===== src/rtl/spr_pkg.sv =====
package spr_pkg;
    localparam int unsigned ST_W      = 2;
    localparam int unsigned SITE_W    = $clog2(2 * ST_W);
    localparam int unsigned NS_BASE   = 0;
    localparam int unsigned REG_BASE  = ST_W;

    typedef logic [ST_W-1:0]   st_t;
    typedef logic [SITE_W-1:0] site_t;

    typedef struct packed {
        st_t st;
    } cnt_regs_t;

    typedef struct packed {
        logic valid;
        logic sel;
        logic pred;
        logic err;
    } chk_regs_t;
endpackage


===== src/rtl/spr_counter.sv =====
module spr_counter
    import spr_pkg::*;
(
    input  logic  clk,
    input  logic  rst_n,
    input  logic  dir_up,
    input  logic  flt_en,
    input  site_t flt_site,
    input  logic  flt_val,
    output st_t   state_o
);
    cnt_regs_t r_q, r_d;
    st_t view;
    st_t ns_raw;
    st_t ns_flt;

    // register outputs and next-state outputs, each bit optionally stuck
    for (genvar b = 0; b < ST_W; b++) begin : g_inject
        always_comb begin
            view[b] = r_q.st[b];
            if (flt_en && (flt_site == site_t'(REG_BASE + b)))
                view[b] = flt_val;
        end
        always_comb begin
            ns_flt[b] = ns_raw[b];
            if (flt_en && (flt_site == site_t'(NS_BASE + b)))
                ns_flt[b] = flt_val;
        end
    end

    always_comb begin
        r_d = r_q;
        if (dir_up)
            ns_raw = view + st_t'(1);
        else
            ns_raw = view - st_t'(1);
        r_d.st = ns_flt;
    end

    always_ff @(posedge clk or negedge rst_n) begin
        if (!rst_n)
            r_q <= '0;
        else
            r_q <= r_d;
    end

    assign state_o = view;

    AST_COUNT_STEP: assert property (@(posedge clk) disable iff (!rst_n)
        ($past(rst_n) && !$past(flt_en) && !flt_en) |->
        (state_o == ($past(dir_up) ? st_t'($past(state_o) + st_t'(1))
                                   : st_t'($past(state_o) - st_t'(1)))));
endmodule


===== src/rtl/spr_predictor.sv =====
module spr_predictor
    import spr_pkg::*;
(
    input  st_t  state_i,
    input  logic dir_up,
    output logic sel_o,
    output logic pred_o
);
    logic nb0;
    logic nb1;
    logic flip1;

    always_comb begin
        // low bit toggles on every step, whatever the direction
        nb0    = ~state_i[0];
        // high bit toggles when carrying (up, low=1) or borrowing (down, low=0)
        flip1  = ~(state_i[0] ^ dir_up);
        nb1    = state_i[1] ^ flip1;
        sel_o  = state_i[1] ^ state_i[0];
        pred_o = sel_o ? nb1 : nb0;
    end

    always_comb begin
        if (sel_o == 1'b0) begin
            AST_LOW_BIT_TOGGLES: assert (pred_o != state_i[0]);
        end
    end
endmodule


===== src/rtl/spr_compare.sv =====
module spr_compare
    import spr_pkg::*;
(
    input  logic clk,
    input  logic rst_n,
    input  st_t  state_i,
    input  logic sel_i,
    input  logic pred_i,
    output logic mis_o,
    output logic err_o
);
    chk_regs_t r_q, r_d;
    logic      picked;

    always_comb begin
        r_d       = r_q;
        picked    = state_i[r_q.sel];
        mis_o     = r_q.valid && (picked != r_q.pred);
        r_d.valid = 1'b1;
        r_d.sel   = sel_i;
        r_d.pred  = pred_i;
        r_d.err   = r_q.err | mis_o;
    end

    always_ff @(posedge clk or negedge rst_n) begin
        if (!rst_n)
            r_q <= '0;
        else
            r_q <= r_d;
    end

    assign err_o = r_q.err;

    AST_ERR_STICKY: assert property (@(posedge clk) disable iff (!rst_n)
        err_o |=> err_o);
    AST_SEL_DELAYED: assert property (@(posedge clk) disable iff (!rst_n)
        $past(rst_n) |-> (r_q.sel == $past(sel_i)));
    AST_MISMATCH_REACHES_ERR: assert property (@(posedge clk) disable iff (!rst_n)
        mis_o |=> err_o);
endmodule


===== src/rtl/spr_checker_top.sv =====
module spr_checker_top
    import spr_pkg::*;
(
    input  logic       clk,
    input  logic       rst_n,
    input  logic       dir_up,
    input  logic       flt_en,
    input  logic [1:0] flt_site,
    input  logic       flt_val,
    output logic [1:0] cnt_state,
    output logic       err
);
    st_t  tap;
    logic sel_w;
    logic pred_w;
    logic mis_w;
    logic err_w;

    spr_counter u_cnt (
        .clk      (clk),
        .rst_n    (rst_n),
        .dir_up   (dir_up),
        .flt_en   (flt_en),
        .flt_site (site_t'(flt_site)),
        .flt_val  (flt_val),
        .state_o  (tap)
    );

    spr_predictor u_pred (
        .state_i (tap),
        .dir_up  (dir_up),
        .sel_o   (sel_w),
        .pred_o  (pred_w)
    );

    spr_compare u_cmp (
        .clk     (clk),
        .rst_n   (rst_n),
        .state_i (tap),
        .sel_i   (sel_w),
        .pred_i  (pred_w),
        .mis_o   (mis_w),
        .err_o   (err_w)
    );

    assign cnt_state = tap;
    assign err       = err_w;

    AST_NO_FALSE_ALARM: assert property (@(posedge clk) disable iff (!rst_n)
        ($past(rst_n, 2) && !flt_en && !$past(flt_en) && !$past(flt_en, 2))
        |-> !mis_w);
    AST_QUIET_AFTER_RESET: assert property (@(posedge clk) disable iff (!rst_n)
        !$past(rst_n) |-> !mis_w);
endmodule


===== config.mk =====
export PLATFORM = sky130hd
export DESIGN_NAME = spr_checker_top
export DESIGN_NICKNAME = d
export VERILOG_FILES = /design/src/rtl/spr_pkg.sv /design/src/rtl/spr_counter.sv /design/src/rtl/spr_predictor.sv /design/src/rtl/spr_compare.sv /design/src/rtl/spr_checker_top.sv
export SDC_FILE = /design/constraint.sdc
export NUM_CORES = 1
export LEC_CHECK = 0
export CAP_MARGIN = 20
export CORE_AREA = 2 2 39 41
export DETAILED_ROUTE_END_ITERATION = 12
export DIE_AREA = 0 0 41 43
export DONT_BUFFER_PORTS = 1
export SLEW_MARGIN = 5
export SYNTH_ARGS = -nofsm -noshare
export SYNTH_HDL_FRONTEND = slang
export SYNTH_SLANG_ARGS = --single-unit

===== constraint.sdc =====
create_clock -name clk -period 1.7 [get_ports clk]
set_input_delay 0.085 -clock clk [delete_from_list [all_inputs] [get_ports clk]]
set_output_delay 0.085 -clock clk [all_outputs]
set_load 0.01 [all_outputs]

==> reports/metrics.csv, run 1 <==
stage,metric,value,unit
logic_synthesis,synthFlopType,dfrtp_1,
logic_synthesis,ys_ff_latch,6,
global_routing,grt_max_degree,10,
clocking,cts_sinks,6,
drt,routed_wl,744,um
sta,final-setup-viol-count,0,
sta,grt_setup_unrepaired,no,
finish,antenna_cells,0,
drt,first_pass_iters,4,
finish,multiInputGateArea,221,um^2
critical_path,timing.rr.end,u_cnt.r_q[1],
finish,drive_gt1_share,10.6,%
logic_synthesis,synth_cells,45,
place,portBuffers,0,
place,place.gp.congestion,0.835,
critical_path,reg2reg_depth,5,
critical_path,worst-path-max-fanout,6,
clocking,cts_root_buffer,clkbuf_4,
die,die_y,43,um
flow_run,max_cap_viol_count,0,
logic_synthesis,synth_edf_count,0,
critical_path,ff2ff_setup_slack,0.20,ns
drt,drc_errors,0,
drt,drt-initial-drc-count,14,
drt,routedWlPerCell,11.8,um
run_status,outcome,finished clean,
die,io_pins,10,
critical_path,cp-startpoint,u_cnt.r_q[0],
critical_path,end_kind,flop,
global_routing,grt_overflow_total,0,
worst_hold_path,hp-class,input pin to flop,
clocking,htreeDepth,1,
clocking,clock_latency,0.24,ns
clocking,cts_tree,built,
critical_path,endpoint,u_cnt.r_q[1],
sta,drv_slew,0,
global_routing,grt_pass1_vias,300,
global_routing,antenna_found_initial,0,
drt,num_vias,321,
power_and_ir_drop,power.density,1090,mW/mm^2
clocking,clk_pin_slew,0.05,ns
finish,area_growth,9.97,%
sta,setup_tns,0,ns
logic_synthesis,syn_avg_cell_area,9.20,um^2
global_routing,grt_pass1_wl,1310,um
logic_synthesis,synth.distinct_cells,26,
die,core_area,0.00138,mm^2
power_and_ir_drop,irDropWorstVdd,0.255,mV
drt,viasPerCell,5.10,
place,dp_hpwl,547,um
die,start_util,29.9,%
global_routing,grt_usage,11.4,%
critical_path,crit_type,flop to flop,
sta,hold_viol,0,
power_and_ir_drop,p_leak,0.197,nW
logic_synthesis,synthesis.nets,52,
clocking,cts.path.max_buffers,2,
finish,layout_commonest_cell,dfrtp_1,
finish,n_fill_cell,137,
critical_path,cp.arrival,1.63,ns
critical_path,cp.required,1.83,ns
clocking,post_cts_resized,0,
finish,post-route-util,32.9,%
logic_synthesis,netlist_area,414,um^2
sta,clock_skew,0.000170,ns
logic_synthesis,async_flop_share,100,%
critical_path,start_kind,flop,
critical_path,r2r-start,u_cnt.r_q[0],
drt,ant_nets,0,
logic_synthesis,ys_seq_area_share,36.3,%
finish,regArea,150,um^2
clocking,cts_buffers,3,
logic_synthesis,ys_warn_count,0,
sta,fmax,665,MHz
die,placementRows,14,
die,die_w,41,um
finish,final_cell_mix,"dfrtp_1 (6), nand2_1 (4), a21oi_1 (4)",
sta,period_share,88.4,%
finish,fin_nets,56,
sta,layout_min_cycle_time,1.50,ns
die,die_area,0.00176,mm^2
## synth_stat cells (2+ instances only)
cell / n / share of area [%]
nor2_1: 3 / 2.7
xor2_1: 3 / 6.3
dfrtp_1: 6 / 36
nand2_1: 4 / 3.6
inv_1: 3 / 2.7
buf_4: 2 / 3.6
a21o_1: 2 / 3.6
a21oi_1: 4 / 4.8
## critical path, cell delays in order, from the launching register on
cell and delay (ns):
dfrtp_1 0.43, a21bo_1 0.23, a21oi_1 0.08, a311oi_2 0.29
xnor2_1 0.09, mux2_4 0.25
## how the worst min path moves through the flow
stage	start	end	slack (ns)	depth (start not counted)
2_1_floorplan	rst_n	u_cmp.err_o	-0.21	0
6_report	flt_en	u_cnt.r_q[0]	0.02	2
5_1_grt	flt_en	u_cnt.r_q[0]	0.03	2
3_5_place_dp	rst_n	u_cmp.err_o	-0.21	0
4_1_cts	flt_site[0]	u_cmp.r_q[1]	0.01	3
3_3_place_gp	rst_n	u_cmp.err_o	-0.21	0
## kinds of logic (layout without fill, tap and decap cells)
group,after synthesis,count (layout),synth area share [%]
compound gates,13,13,23.0
simple gates,12,12,15.1
buf+inv,7,9,10.3
flops,6,6,36.3
xor+xnor,4,4,8.46
fa+ha+maj,1,1,2.42
other cells,1,1,0.905
mux,1,1,3.62
## final cells by class
cell class	count	area share, %
Multi-Input combinational cell	32	48.6
Sequential cell	6	33.0
Inverter	3	2.47
Clock buffer	3	4.95
Timing Repair Buffer	3	6.59
Tap cell	16	4.40
## per-layer routing
| layer | up-vias | wire [um] | global-route usage [%] |
|---|---|---|---|
| met4 | 0 | 0 | 10.0 |
| met2 | 16 | 324 | 12.5 |
| met3 | 0 | 77 | 4.19 |
| li1 | 160 | - | - |
| met5 | - | 0 | 0 |
| met1 | 145 | 342 | 16.3 |
## registers in the layout, indices dropped and copies added, names as in the netlist
name,count
u_cmp.err_o,1
u_cmp.r_q,3
u_cnt.r_q,2
## stage by stage
stage | cells | power (mW) | hold WS, ns | setup slack (ns) | cell area, um^2
after detailed placement | 57 | 0.361 | -0.210 | 0.203 | 403
final | 63 | 0.498 | 0.0232 | 0.197 | 455
after CTS | 63 | 0.508 | 0.0135 | 0.186 | 455
after floorplan | 45 | 0.351 | -0.211 | 0.278 | 414
after global placement | 57 | 0.360 | -0.210 | 0.219 | 403
after global routing | 63 | 0.542 | 0.0344 | 0.104 | 455
## what timing repair did
item / in CTS / in global routing
buffers inserted: 0 / 0
endpoints found under the hold margin: 8 / 0
hold buffers: 3 / 0
## where the power goes
group / total [mW] / switching, mW / internal, mW / leakage [nW]
Sequential: 0.202 / 0.0261 / 0.176 / 0.0661
Clock: 0.132 / 0.0519 / 0.0799 / 0.0138
Combinational: 0.165 / 0.0782 / 0.0863 / 0.117
Note: power is estimated with default switching activity, not from simulation.
==> run 2, diff against run 1 <==
CELL_PAD_IN_SITES_DETAIL_PLACEMENT = 1   (was default)
CELL_PAD_IN_SITES_GLOBAL_PLACEMENT = 2   (was default)
PLACE_DENSITY_LB_ADDON = 0.1   (was default)
==> run 2 against run 1 <==
  * Maximum frequency shrank 6.4%
  * Critical path type unchanged
  * Final cell count grew 1.6%
  * Clock skew grew 0.015 ns
  * Critical path depth is the same
  * Utilization grew 0.72 points
  * Via count grew 3.7%
  * Routed wire length grew 25%
  * Design area grew 2.2%
  * Setup slack lost 0.10 ns
  * Register-to-register slack lost 0.10 ns
  * Largest power group unchanged
  * Total power grew 3.3%
==> reports/metrics.csv, run 2 (synthesis gave the netlist of run 1 again) <==
stage,metric,value,unit
die,die_area,0.00176,mm^2
place,dp_hpwl,734,um
worst_hold_path,hp-class,input pin to flop,
finish,layout_commonest_cell,dfrtp_1,
power_and_ir_drop,clkPwrFrac,27.1,%
finish,fin_nets,57,
power_and_ir_drop,power.switching,0.171,mW
critical_path,cp.arrival,1.73,ns
global_routing,grt_usage,14.2,%
critical_path,worst-path-max-fanout,6,
critical_path,start_kind,flop,
finish,n_fill_cell,169,
die,io_pins,10,
finish,multiInputGateArea,221,um^2
clocking,clk_pin_slew,0.06,ns
sta,drv_slew,0,
finish,largest_register_ffs,3,
clocking,holdBufCountCts,4,
global_routing,grt_pass1_wl,1520,um
power_and_ir_drop,power.density,1110,mW/mm^2
sta,layout_min_cycle_time,1.61,ns
clocking,cts_tree,built,
die,start_util,29.9,%
power_and_ir_drop,p_int,0.344,mW
finish,regArea,150,um^2
clocking,cts_buffers,3,
die,placementRows,14,
global_routing,grt_pass1_vias,363,
clocking,cts.path.max_buffers,2,
sta,final-setup-viol-count,0,
finish,drive_gt1_share,10.4,%
critical_path,max_stage_delay,0.43,ns
critical_path,crit_path_top_delay_cell,dfrtp_1,
global_routing,grt_max_degree,10,
drt,drc_errors,0,
die,die_w,41,um
finish,regMostFlops,u_cmp.r_q,
finish,antenna_cells,0,
drt,drt-initial-drc-count,2,
finish,area_growth,12.4,%
critical_path,crit_type,flop to flop,
sta,setup_tns,0,ns
global_routing,grt_overflow_total,0,
die,core_area,0.00138,mm^2
sta,period_share,94.5,%
power_and_ir_drop,swShare,33.2,%
sta,hold_viol,0,
sta,grt_setup_unrepaired,no,
clocking,cts_root_buffer,clkbuf_4,
sta,hold_ws,0.0275,ns
drt,ant_nets,0,
critical_path,cp.required,1.82,ns
clocking,clock_latency,0.26,ns
clocking,htreeDepth,1,
sta,clock_skew,0.0153,ns
clocking,post_cts_buffers,0,
drt,routedWlPerCell,14.6,um
die,die_y,43,um
run_status,outcome,finished clean,
power_and_ir_drop,p_leak,0.201,nW
place,portBuffers,0,
critical_path,end_kind,flop,
clocking,cts_sinks,6,
power_and_ir_drop,comb_power_share,34.0,%
clocking,post_cts_resized,0,
power_and_ir_drop,seqPwrFrac,38.9,%
drt,routed_wl,933,um
drt,first_pass_iters,2,
global_routing,antenna_found_initial,0,
finish,final_cells,64,
finish,final_cell_mix,"dfrtp_1 (6), nand2_1 (4), a21oi_1 (4), dlygate4sd3_1 (4)",
critical_path,worstPathCellList,a21bo_1 -> a21oi_1 -> a311oi_2 -> xnor2_1 -> mux2_4,
drt,viasPerCell,5.20,
place,placedCellCount,57,
flow_run,max_cap_viol_count,0,
place,place.gp.congestion,0.704,
sta,fmax,623,MHz
drt,num_vias,333,
power_and_ir_drop,irDropWorstVdd,0.322,mV
==> run 2: cell types whose count changed in the layout (fill, tap and decap cells not counted) <==
cell | before | now
dlygate4sd3_1 | 3 | 4
==> run 2: power groups by stage <==
stage	registers [mW]	logic, mW	clock network, mW
global placement	0.204	0.163	0
finish	0.200	0.175	0.139
global route	0.205	0.197	0.163
floorplan	0.196	0.155	0
detailed placement	0.205	0.167	0
CTS	0.202	0.178	0.148
==> run 2: worst paths after layout <==
kind	startpoint	to	slack [ns]	depth (start not counted)
min reg2reg	u_cmp.r_q[3]	u_cmp.err_o	0.45	1
max reg2reg	u_cnt.r_q[0]	u_cnt.r_q[1]	0.09	5
max in group asynchronous	rst_n	u_cnt.r_q[1]	1.32	1
max	u_cnt.r_q[0]	u_cnt.r_q[1]	0.09	5
min	flt_val	u_cnt.r_q[0]	0.03	3
min in group asynchronous	rst_n	u_cmp.r_q[1]	0.14	1
==> run 2: routing by layer <==
layer  GRT usage [%]  vias to the layer above  wire length, um
met5               0                        -                0
met3            6.28                        2               32
met2            20.0                        9              479
li1                -                      164                -
met1            14.4                      158              401
met4            14.0                        0               19
==> run 2: area by class of cell <==
class                   count  share of cell area, %
well taps                  16                   4.30
clock buffers               3                   4.84
multi-input cells          32                   47.6
flip-flops and latches      6                   32.3
repair buffers              4                   8.60
inverters                   3                   2.42
==> run 2: critical path: cells and delay by family, from the launching register on <==
kind | cells | cell delay (ns)
compound gates | 3 | 0.66
xor+xnor | 1 | 0.12
flops | 1 | 0.43
mux | 1 | 0.26
==> run 2: through the flow <==
stage	power [mW]	setup WS [ns]	utilization [%]	area [um^2]
floorplan	0.351	0.278	-	414
global placement	0.367	0.173	29.1	403
detailed placement	0.372	0.124	29.1	403
CTS	0.528	0.0996	33.6	465
global route	0.564	0.0273	33.6	465
finish	0.515	0.0937	33.6	465
==> run 3, diff against run 2 <==
CTS_CLUSTER_DIAMETER = 60   (was default)
clock period = 2 ns   (was 1.7 ns; I/O delays follow)
==> run 3 against run 2 <==
  * Clock power is 23% lower
  * Combinational power is 18% lower
  * Final cell count is 3.1% lower
  * Flip-flop and latch count stayed put
  * Clock-buffer cell count stayed put
  * Sequential share of layout area is 1.4 points higher
  * Critical path type unchanged
  * Highest routed layer is now met3
==> reports/metrics.csv, run 3 (synthesis gave the netlist of run 1 again) <==
stage,metric,value,unit
run_status,outcome,finished clean,
sta,setup_tns,0,ns
drt,ant_nets,0,
sta,fmax,632,MHz
power_and_ir_drop,p_leak,0.192,nW
finish,drive_gt1_share,10.9,%
finish,final_cell_mix,"dfrtp_1 (6), nand2_1 (4), a21oi_1 (4)",
die,die_w,41,um
drt,num_vias,314,
sta,grt_setup_unrepaired,no,
sta,period_share,79.2,%
drt,viasPerCell,5.06,
clocking,clock_latency,0.24,ns
die,start_util,29.9,%
drt,first_pass_iters,3,
die,core_area,0.00138,mm^2
drt,routedWlPerCell,14.1,um
finish,antenna_cells,0,
clocking,cts_sinks,6,
finish,largest_register_ffs,3,
clocking,cts_tree,built,
die,placementRows,14,
global_routing,grt_max_degree,10,
finish,area_growth,7.55,%
global_routing,grt_usage,12.2,%
drt,drc_errors,0,
flow_run,max_cap_viol_count,0,
global_routing,grt_overflow_total,0,
clocking,htreeDepth,1,
clocking,post_cts_buffers,0,
critical_path,start_kind,flop,
finish,layout_commonest_cell,dfrtp_1,
critical_path,end_kind,flop,
global_routing,antenna_found_initial,0,
die,die_y,43,um
finish,multiInputGateArea,221,um^2
sta,hold_viol,0,
power_and_ir_drop,irDropWorstVdd,0.250,mV
drt,drt-initial-drc-count,2,
critical_path,ff2ff_setup_slack,0.42,ns
finish,fin_nets,55,
finish,n_fill_cell,168,
place,portBuffers,0,
critical_path,cp.required,2.12,ns
place,dp_hpwl,676,um
worst_hold_path,hp-class,input pin to flop,
die,io_pins,10,
critical_path,crit_type,flop to flop,
finish,regArea,150,um^2
finish,regMostFlops,u_cmp.r_q,
sta,layout_min_cycle_time,1.58,ns
finish,fin_area,445,um^2
sta,clock_skew,0.000323,ns
finish,post-route-util,32.2,%
clocking,cts_root_buffer,clkbuf_4,
power_and_ir_drop,power.density,952,mW/mm^2
place,place.gp.congestion,0.648,
critical_path,worst-path-max-fanout,6,
clocking,clk_pin_slew,0.04,ns
sta,final-setup-viol-count,0,
critical_path,cp.arrival,1.70,ns
die,die_area,0.00176,mm^2
place,place_area,403,um^2
global_routing,grt_pass1_wl,1390,um
sta,drv_slew,0,
drt,routed_wl,877,um
global_routing,grt_pass1_vias,346,
clocking,cts.path.max_buffers,2,
clocking,cts_buffers,3,
[run 3: final timing paths]
path                       depth (start not counted)           end          from
setup / recovery                                   5  u_cnt.r_q[1]  u_cnt.r_q[0]
hold / removal                                     2  u_cmp.r_q[1]        dir_up
setup reg to reg                                   5  u_cnt.r_q[1]  u_cnt.r_q[0]
hold reg to reg                                    1   u_cmp.err_o  u_cmp.r_q[3]
max in group asynchronous                          1  u_cnt.r_q[1]         rst_n
min in group asynchronous                          1  u_cmp.r_q[3]         rst_n
[run 3: cell type report]
cell class / instances / share of cell area, %
multi-input combinational: 32 / 49.7
timing repair buffer: 2 / 4.49
sequential: 6 / 33.7
clock buffer: 3 / 5.06
tap: 16 / 4.49
inverter: 3 / 2.53
[run 3: worst max-delay path: stages, from the launching register on]
cell	delay, ns
dfrtp_1	0.45
a21bo_1	0.24
a21oi_1	0.08
a311oi_2	0.34
xnor2_1	0.10
mux2_4	0.26
[run 3: what timing repair did]
| item | in CTS | in global routing |
|---|---|---|
| gates resized for setup | 0 | 0 |
| endpoints found under the hold margin | 7 | 0 |
| hold buffers | 2 | 0 |
[run 3: layer usage]
metal | wire [um] | vias to the layer above | part of all wire, % | GRT usage [%]
met5 | 0 | - | 0 | 0
met1 | 394 | 148 | 45 | 13.7
met3 | 55 | 0 | 6.3 | 2.62
met4 | 0 | 0 | 0 | 12.0
met2 | 427 | 9 | 49 | 17.5
li1 | - | 157 | - | -
[run 3: power breakdown]
part	switching (mW)	leakage, nW	internal, mW
Combinational	0.0713	0.113	0.0720
Clock	0.0393	0.0138	0.0676
Sequential	0.0242	0.0661	0.149
Total	0.135	0.192	0.289
[run 3: metrics by stage]
| stage | power, mW | hold slack (ns) | worst slack (ns) | cells |
|---|---|---|---|---|
| finish | 0.424 | 0.0158 | 0.416 | 62 |
| global route | 0.460 | 0.0101 | 0.316 | 62 |
| CTS | 0.435 | 0.000795 | 0.408 | 62 |
| detailed placement | 0.316 | -0.195 | 0.414 | 57 |
| global placement | 0.312 | -0.195 | 0.442 | 57 |
| floorplan | 0.298 | -0.196 | 0.578 | 45 |
